File: src/rtl/dtmf_tx_pkg.sv
package dtmf_tx_pkg;

  localparam int PHASE_W = 5;
  localparam int STEPS   = 32;

  typedef enum logic [1:0] {
    ST_IDLE,
    ST_CONT,
    ST_BURST,
    ST_PAUSE
  } txState_t;

  // strobes from control to datapath
  typedef struct packed {
    logic       load;     // restart both oscillators with row/col
    logic       toneOn;   // oscillators advance, sum is passed out
    logic       enable;   // transmitter enabled
    logic [1:0] row;
    logic [1:0] col;
  } txStrobe_t;

  // grp 0 = low group, grp 1 = high group; idx 0 is the lowest tone
  function automatic int groupFreq(input int grp, input int idx);
    int f;
    if (grp == 0) begin
      case (idx)
        0: f = 697;
        1: f = 770;
        2: f = 852;
        default: f = 941;
      endcase
    end else begin
      case (idx)
        0: f = 1209;
        1: f = 1336;
        2: f = 1477;
        default: f = 1633;
      endcase
    end
    return f;
  endfunction

  function automatic int divReload(input int clkHz, input int freq);
    return (clkHz + (STEPS * freq) / 2) / (STEPS * freq);
  endfunction

  // sin(k * 2pi/32) scaled by 65536, k = 0..8
  function automatic int quarterSine(input int k);
    int v;
    case (k)
      0: v = 0;
      1: v = 12785;
      2: v = 25080;
      3: v = 36410;
      4: v = 46341;
      5: v = 54491;
      6: v = 60547;
      7: v = 64277;
      default: v = 65536;
    endcase
    return v;
  endfunction

  function automatic int sineSample(input int amp, input int ph);
    int k;
    int mag;
    k = ph % 16;
    if (k > 8) k = 16 - k;
    mag = (amp * quarterSine(k) + 32768) / 65536;
    return ((ph % 32) >= 16) ? -mag : mag;
  endfunction

  function automatic logic [1:0] codeRow(input logic [3:0] c);
    logic [1:0] r;
    case (c)
      4'd1, 4'd2, 4'd3, 4'd13: r = 2'd0;
      4'd4, 4'd5, 4'd6, 4'd14: r = 2'd1;
      4'd7, 4'd8, 4'd9, 4'd15: r = 2'd2;
      default:                 r = 2'd3;
    endcase
    return r;
  endfunction

  function automatic logic [1:0] codeCol(input logic [3:0] c);
    logic [1:0] r;
    case (c)
      4'd1, 4'd4, 4'd7, 4'd11: r = 2'd0;
      4'd2, 4'd5, 4'd8, 4'd10: r = 2'd1;
      4'd3, 4'd6, 4'd9, 4'd12: r = 2'd2;
      default:                 r = 2'd3;
    endcase
    return r;
  endfunction

endpackage

File: src/rtl/tone_osc.sv
module tone_osc
  import dtmf_tx_pkg::*;
#(
  parameter int CLK_HZ   = 3579545,
  parameter int GROUP    = 0,
  parameter int AMP      = 1000,
  parameter int SAMPLE_W = 13
) (
  input  logic                       clk,
  input  logic                       rstN,
  input  logic                       load,
  input  logic                       run,
  input  logic [1:0]                 sel,
  output logic signed [SAMPLE_W-1:0] level
);

  localparam int MAX_RELOAD = divReload(CLK_HZ, groupFreq(GROUP, 0));
  localparam int DIV_W      = $clog2(MAX_RELOAD + 1);

  logic [DIV_W-1:0]          termTab [4];
  logic signed [SAMPLE_W-1:0] waveTab [STEPS];

  genvar gi;
  generate
    for (gi = 0; gi < 4; gi++) begin : g_term
      assign termTab[gi] = DIV_W'(divReload(CLK_HZ, groupFreq(GROUP, gi)) - 1);
    end
    for (gi = 0; gi < STEPS; gi++) begin : g_wave
      assign waveTab[gi] = SAMPLE_W'(sineSample(AMP, gi));
    end
  endgenerate

  logic [1:0]         selQ;
  logic [DIV_W-1:0]   divCnt;
  logic [PHASE_W-1:0] phase;

  always_ff @(posedge clk or negedge rstN) begin
    if (!rstN) begin
      selQ   <= '0;
      divCnt <= '0;
      phase  <= '0;
    end else if (load) begin
      selQ   <= sel;
      divCnt <= termTab[sel];
      phase  <= '0;
    end else if (run) begin
      if (divCnt == '0) begin
        divCnt <= termTab[selQ];
        phase  <= phase + 1'b1;
      end else begin
        divCnt <= divCnt - 1'b1;
      end
    end
  end

  assign level = waveTab[phase];

  // phase only moves on a divider wrap
  p_phase_hold_r3: assert property (@(posedge clk) disable iff (!rstN)
    (!load && divCnt != '0) |=> $stable(phase));

  // divider never exceeds the selected reload
  p_div_limit_r3: assert property (@(posedge clk) disable iff (!rstN)
    divCnt <= termTab[selQ]);

endmodule

File: src/rtl/tone_datapath.sv
module tone_datapath
  import dtmf_tx_pkg::*;
#(
  parameter int CLK_HZ      = 3579545,
  parameter int LO_AMP      = 1000,
  parameter int TWIST_MILLI = 1259,
  parameter int SAMPLE_W    = 13
) (
  input  logic                       clk,
  input  logic                       rstN,
  input  txStrobe_t                  strobe,
  output logic signed [SAMPLE_W-1:0] sample,
  output logic                       outEn
);

  localparam int HI_AMP = (LO_AMP * TWIST_MILLI + 500) / 1000;
  localparam int PEAK   = LO_AMP + HI_AMP;

  logic signed [SAMPLE_W-1:0] groupLevel [2];
  logic signed [SAMPLE_W-1:0] mixed;

  genvar g;
  generate
    for (g = 0; g < 2; g++) begin : g_group
      tone_osc #(
        .CLK_HZ  (CLK_HZ),
        .GROUP   (g),
        .AMP     ((g == 0) ? LO_AMP : HI_AMP),
        .SAMPLE_W(SAMPLE_W)
      ) u_osc (
        .clk  (clk),
        .rstN (rstN),
        .load (strobe.load),
        .run  (strobe.toneOn),
        .sel  ((g == 0) ? strobe.row : strobe.col),
        .level(groupLevel[g])
      );
    end
  endgenerate

  assign mixed = groupLevel[0] + groupLevel[1];

  always_ff @(posedge clk or negedge rstN) begin
    if (!rstN) begin
      sample <= '0;
      outEn  <= 1'b0;
    end else begin
      sample <= (strobe.toneOn && strobe.enable) ? mixed : '0;
      outEn  <= strobe.enable;
    end
  end

  // a floated output carries silence
  p_quiet_when_off_r6: assert property (@(posedge clk) disable iff (!rstN)
    !outEn |-> sample == '0);

  // summed level stays within both amplitudes
  p_peak_limit_r5: assert property (@(posedge clk) disable iff (!rstN)
    (int'(sample) <= PEAK) && (int'(sample) >= -PEAK));

endmodule

File: src/rtl/tone_ctrl.sv
module tone_ctrl
  import dtmf_tx_pkg::*;
#(
  parameter int BURST_CYC = 182556,
  parameter int PAUSE_CYC = 182556
) (
  input  logic       clk,
  input  logic       rstN,
  input  logic       txEnable,
  input  logic       burstMode,
  input  logic       codeWr,
  input  logic [3:0] codeIn,
  output txStrobe_t  strobe,
  output logic       burstDone
);

  localparam int LONGEST = (BURST_CYC > PAUSE_CYC) ? BURST_CYC : PAUSE_CYC;
  localparam int TIMER_W = $clog2(LONGEST + 1);

  txState_t         state, nextState;
  logic [TIMER_W-1:0] timer;
  logic [3:0]       txData;
  logic             pending;
  logic [3:0]       newCode;
  logic             load;
  logic             pauseEnd;

  assign newCode  = codeWr ? codeIn : txData;
  assign pauseEnd = (state == ST_PAUSE) && txEnable && burstMode && (timer == '0);

  always_comb begin
    load      = 1'b0;
    nextState = state;
    unique case (state)
      ST_IDLE: begin
        if (txEnable && !burstMode) begin
          load      = 1'b1;
          nextState = ST_CONT;
        end else if (txEnable && burstMode && (codeWr || pending)) begin
          load      = 1'b1;
          nextState = ST_BURST;
        end
      end
      ST_CONT: begin
        if (!txEnable || burstMode) nextState = ST_IDLE;
        else if (codeWr)            load = 1'b1;
      end
      ST_BURST: begin
        if (!txEnable || !burstMode) nextState = ST_IDLE;
        else if (timer == '0)        nextState = ST_PAUSE;
      end
      ST_PAUSE: begin
        if (!txEnable || !burstMode) nextState = ST_IDLE;
        else if (timer == '0) begin
          if (codeWr || pending) begin
            load      = 1'b1;
            nextState = ST_BURST;
          end else begin
            nextState = ST_IDLE;
          end
        end
      end
    endcase
  end

  always_ff @(posedge clk or negedge rstN) begin
    if (!rstN) begin
      state     <= ST_IDLE;
      timer     <= '0;
      txData    <= '0;
      pending   <= 1'b0;
      burstDone <= 1'b0;
    end else begin
      state     <= nextState;
      burstDone <= pauseEnd;
      if (codeWr) txData <= codeIn;
      if (!txEnable || load) pending <= 1'b0;
      else if (codeWr)       pending <= 1'b1;
      if (load)
        timer <= TIMER_W'(BURST_CYC - 1);
      else if (state == ST_BURST && nextState == ST_PAUSE)
        timer <= TIMER_W'(PAUSE_CYC - 1);
      else if ((state == ST_BURST || state == ST_PAUSE) && timer != '0)
        timer <= timer - 1'b1;
    end
  end

  assign strobe.load   = load;
  assign strobe.toneOn = (state == ST_CONT) || (state == ST_BURST);
  assign strobe.enable = txEnable;
  assign strobe.row    = codeRow(newCode);
  assign strobe.col    = codeCol(newCode);

  // done pulse lasts one cycle
  p_done_single_r8: assert property (@(posedge clk) disable iff (!rstN)
    burstDone |=> !burstDone);

  // done only follows a pause
  p_done_after_pause_r8: assert property (@(posedge clk) disable iff (!rstN)
    burstDone |-> $past(state) == ST_PAUSE);

  // continuous tone never coincides with a done pulse
  p_no_done_cont_r11: assert property (@(posedge clk) disable iff (!rstN)
    (state == ST_CONT) |-> !burstDone);

  // disabling always returns to idle
  p_off_idle_r6: assert property (@(posedge clk) disable iff (!rstN)
    !txEnable |=> state == ST_IDLE);

  // pause timer stays inside its length
  p_pause_range_r8: assert property (@(posedge clk) disable iff (!rstN)
    (state == ST_PAUSE) |-> int'(timer) < PAUSE_CYC);

endmodule

File: src/rtl/dtmf_tone_gen.sv
module dtmf_tone_gen
  import dtmf_tx_pkg::*;
#(
  parameter int CLK_HZ      = 3579545,
  parameter int LO_AMP      = 1000,
  parameter int TWIST_MILLI = 1259,
  parameter int SAMPLE_W    = 13,
  parameter int BURST_MS    = 51,
  parameter int PAUSE_MS    = 51,
  parameter int BURST_CYC   = CLK_HZ * BURST_MS / 1000,
  parameter int PAUSE_CYC   = CLK_HZ * PAUSE_MS / 1000
) (
  input  logic                       clk,
  input  logic                       rstN,
  input  logic                       txEnable,
  input  logic                       burstMode,
  input  logic                       codeWr,
  input  logic [3:0]                 codeIn,
  output logic signed [SAMPLE_W-1:0] sample,
  output logic                       outEn,
  output logic                       burstDone
);

  txStrobe_t strobe;

  tone_ctrl #(
    .BURST_CYC(BURST_CYC),
    .PAUSE_CYC(PAUSE_CYC)
  ) u_ctrl (
    .clk      (clk),
    .rstN     (rstN),
    .txEnable (txEnable),
    .burstMode(burstMode),
    .codeWr   (codeWr),
    .codeIn   (codeIn),
    .strobe   (strobe),
    .burstDone(burstDone)
  );

  tone_datapath #(
    .CLK_HZ     (CLK_HZ),
    .LO_AMP     (LO_AMP),
    .TWIST_MILLI(TWIST_MILLI),
    .SAMPLE_W   (SAMPLE_W)
  ) u_dp (
    .clk   (clk),
    .rstN  (rstN),
    .strobe(strobe),
    .sample(sample),
    .outEn (outEn)
  );

endmodule

File: config.mk
export PLATFORM = sky130hd
export DESIGN_NAME = dtmf_tone_gen
export DESIGN_NICKNAME = d
export VERILOG_FILES = /design/src/rtl/dtmf_tx_pkg.sv /design/src/rtl/tone_osc.sv /design/src/rtl/tone_datapath.sv /design/src/rtl/tone_ctrl.sv /design/src/rtl/dtmf_tone_gen.sv
export SDC_FILE = /design/constraint.sdc
export NUM_CORES = 1
export LEC_CHECK = 0
export ABC_AREA = 1
export BUFFER_PORTS_ARGS = -buffer_cell sky130_fd_sc_hd__buf_4
export CELL_PAD_IN_SITES_DETAIL_PLACEMENT = 1
export CELL_PAD_IN_SITES_GLOBAL_PLACEMENT = 2
export CORE_MARGIN = 1.5
export CORE_UTILIZATION = 33
export CTS_CLUSTER_SIZE = 16
export DETAILED_ROUTE_END_ITERATION = 16
export PLACE_DENSITY = 0.74
export REMOVE_ABC_BUFFERS = 1
export SYNTH_ARGS = -nofsm -noshare
export SYNTH_HDL_FRONTEND = slang
export SYNTH_SLANG_ARGS = --single-unit
File: constraint.sdc
create_clock -name clk -period 4.1 [get_ports clk]
set_input_delay 0.615 -clock clk [delete_from_list [all_inputs] [get_ports clk]]
set_output_delay 0.615 -clock clk [all_outputs]
set_load 0.01 [all_outputs]
==> results.py <==
metrics = {
    "die": {
        "core-area_um2": 17400,
        "start_util": 0.339,
        "die_x_um": 137,
        "dieArea_um2": 18700,
        "die_h_um": 137,
        "rows": 48,
        "ioPinCount": 24,
    },
    "clock_network": {
        "cts_setup_buffers": 0,
        "tritoncts": "yes",
        "h-tree-depth": 3,
        "clkSinkCount": 69,
        "clk_path_buf_depth": 2,
        "insertion_delay_ns": 0.35,
        "cts.clk_slew.worst_paths_ns": 0.06,
        "cts_root_buffer": "clkbuf_16",
        "post_cts_resized": 0,
        "cts-buffers-inserted": 9,
        "hold_buffers": 0,
    },
    "sta": {
        "fin_crit_ns": 3.22,
        "finalSetupTns_ns": 0,
        "rsz0062_at_grt": "false",
        "setup_slack_ns": 0.876,
        "final_hold_viol_count": 0,
        "slew_violations": 0,
        "setup_viol": 0,
        "relSlewSlack": 0.368,
        "fin_worst_skew_ns": 0.00775,
        "tightest_slew_ns": 0.948,
        "period_share": 0.786,
        "max_freq_mhz": 310,
    },
    "finish": {
        "final_cells": 1090,
        "drive_gt1_frac": 0.0832,
        "antenna_cells": 0,
        "final_util": 0.374,
        "syn2layout_area_growth_pct": 10.3,
        "layout.nets": 931,
    },
    "grt": {
        "grt-ovfl-total": 0,
        "grt_pass1_wl_um": 28300,
        "grt_pass1_vias": 5706,
        "grt_max_degree": 70,
        "antenna_found_initial": 0,
        "track_usage": 0.193,
    },
    "pwr": {
        "clkPwrFrac": 0.147,
        "ir_worst_vdd_mv": 0.381,
        "power_frac_seq": 0.218,
        "leakagePower_uw": 0.00335,
        "p_int_uw": 2450,
        "p_per_area_nw_per_um2": 795,
        "switching_share": 0.526,
        "design_power_total_uw": 5160,
        "power.net_switching_uw": 2710,
        "combPwrFrac": 0.635,
    },
    "setup_path": {
        "crit_chain": "clkinv_1 > nand2_1 > nand2_1 > o22ai_1 > inv_1 > ha_1 > fa_1 > nand3_1 > nand2_1 > nand2_1 > nand2_1 > nand3_1 > nand3_1 > nand2_1 > nand2_1 > a21oi_1",
        "slowest_delay_ns": 0.69,
        "arrival_ns": 3.49,
        "cpMostUsedCell": "nand2_1",
        "crit_family": "simple AND/OR/NAND/NOR gates",
        "critical_path_required_ns": 4.37,
        "critical_path_buf_inv_count": 2,
        "start_kind": "flip-flop",
        "worstPathMaxFanout": 19,
        "setup.worst_path.end_class": "flip-flop",
        "critical_path_class": "reg -> reg",
        "crit_path_top_delay_cell": "dfrtp_1",
    },
    "drt": {
        "drt-initial-drc-count": 246,
        "dr.pass1.iters": 4,
        "wl_per_cell_um": 15.4,
        "totalWireLength_um": 16800,
        "drc": 0,
        "vias_per_cell": 5.08,
        "num_vias": 5537,
        "antenna_left": 0,
    },
    "logic_synthesis": {
        "yosys_most_used_dff": "dfrtp_1",
        "synthArstFlopShare": 1.00,
        "avgSynthCellArea_um2": 6.96,
        "synth_common_cells": "211 x nand2_1, 105 x inv_1, 84 x nor2_1, 69 x dfrtp_1, 68 x o21ai_0",
        "synth_seq_cells": 69,
        "synth.most_common_cell": "nand2_1",
        "synth_cell_types": 48,
        "syn-cell-area_um2": 5890,
        "ys_warn_count": 0,
        "synth.area.top_cells": "dfrtp_1 29%, nand2_1 13%, ha_1 13%, inv_1 6.7%, o21ai_0 5.8%",
        "synth_cells": 847,
        "synth_top_area_frac": 0.293,
        "ys_seq_area_frac": 0.293,
        "synth_edf_count": 0,
        "synth_top_area_cell": "dfrtp_1",
    },
    "placed_design": {
        "placed_cells": 1074,
        "pre_cts_slack_ns": 0.718,
        "io_buffers": 23,
        "place.gp.congestion": 0.840,
        "dp_hpwl_um": 12300,
    },
    "job": {
        "max_cap_viol_count": 0,
    },
    "worst_hold_path": {
        "hp-class": "in -> async",
    },
    "run_status": {
        "outcome": "finished, final reports clean",
    },
}
## metal layers
metal	part of all wire	vias up	global-route usage	wire [µm]
li1	-	2760	-	-
met1	0.47	2704	0.242	7910
met2	0.49	53	0.339	8320
met3	0.020	20	0.0289	328
met4	0.015	0	0.0573	255
met5	0	-	0	0
## sequential cells by signal, summed over array words and instances, names as in the netlist
register	cells
u_ctrl.state	2
u_dp.sample	13
u_dp.g_group.u_osc.divCnt	15
u_ctrl.txData	4
u_dp.outEn	1
u_ctrl.burstDone	1
u_dp.g_group.u_osc.selQ	4
u_dp.g_group.u_osc.phase	10
u_ctrl.pending	1
u_ctrl.timer	18
## cells in the final DEF (no fill, tap or decap), types with 4 or more instances in the layout
cell type,netlist,layout
nand2_1,211,211
a21oi_1,42,42
o21ai_1,15,15
o31ai_1,4,4
inv_1,105,105
clkbuf_1,9,4
xor2_1,17,17
nor3_1,7,7
buf_4,1,24
dfrtp_1,69,69
xnor2_1,5,5
ha_1,61,61
o211ai_1,5,5
or2_2,5,5
nor2_2,5,5
nand3_1,51,51
nand4_1,12,12
o21ai_2,5,5
o21ai_0,68,68
clkinv_1,5,5
nand2_2,7,7
clkbuf_16,0,9
nor2_1,84,84
## area by class of cell
cell class                 count  area, µm²
clock buffer                  15        268
clock inverter                 1       5.00
fill                        2215      10900
inverter                     113        424
multi-input combinational    643       3610
sequential                    69       1730
tap                          225        282
timing repair buffer          24        180
## cell families after synthesis
family,count (synthesis),synth area share
xor+xnor,22,0.0327
simple gates,397,0.291
compound gates,162,0.156
fa+ha+maj,62,0.133
buf+inv,135,0.0941
flops,69,0.293
## metrics by stage
stage                     hold slack (ns)  instance area (µm²)
after floorplan                     0.319                 5760
after global placement              0.469                 6220
after detailed placement            0.476                 6220
after CTS                           0.413                 6500
after global routing                0.419                 6500
final                               0.418                 6500
## power by group through the flow
stage / Clock, µW / Combinational (µW) / Sequential, µW
after global routing: 804 / 3780 / 1160
after CTS: 777 / 3340 / 1120
final: 758 / 3280 / 1120
after floorplan: 0 / 2400 / 1090
after detailed placement: 0 / 3300 / 1130
after global placement: 0 / 3230 / 1120
## final timing paths
kind                       slack [ns]  cells past startpoint                         endpoint                             from
min                              0.42                      1    u_dp.g_group[1].u_osc.selQ[1]                             rstN
max reg2reg                      0.88                     16                  u_dp.sample[12]   u_dp.g_group[0].u_osc.phase[2]
max                              0.88                     16                  u_dp.sample[12]   u_dp.g_group[0].u_osc.phase[2]
min in group clk                 0.42                      1                       u_dp.outEn                         txEnable
min reg2reg                      0.49                      2  u_dp.g_group[1].u_osc.divCnt[1]  u_dp.g_group[1].u_osc.divCnt[1]
max in group asynchronous        3.07                      1   u_dp.g_group[0].u_osc.phase[2]                             rstN
(Power assumes the default switching activity.)
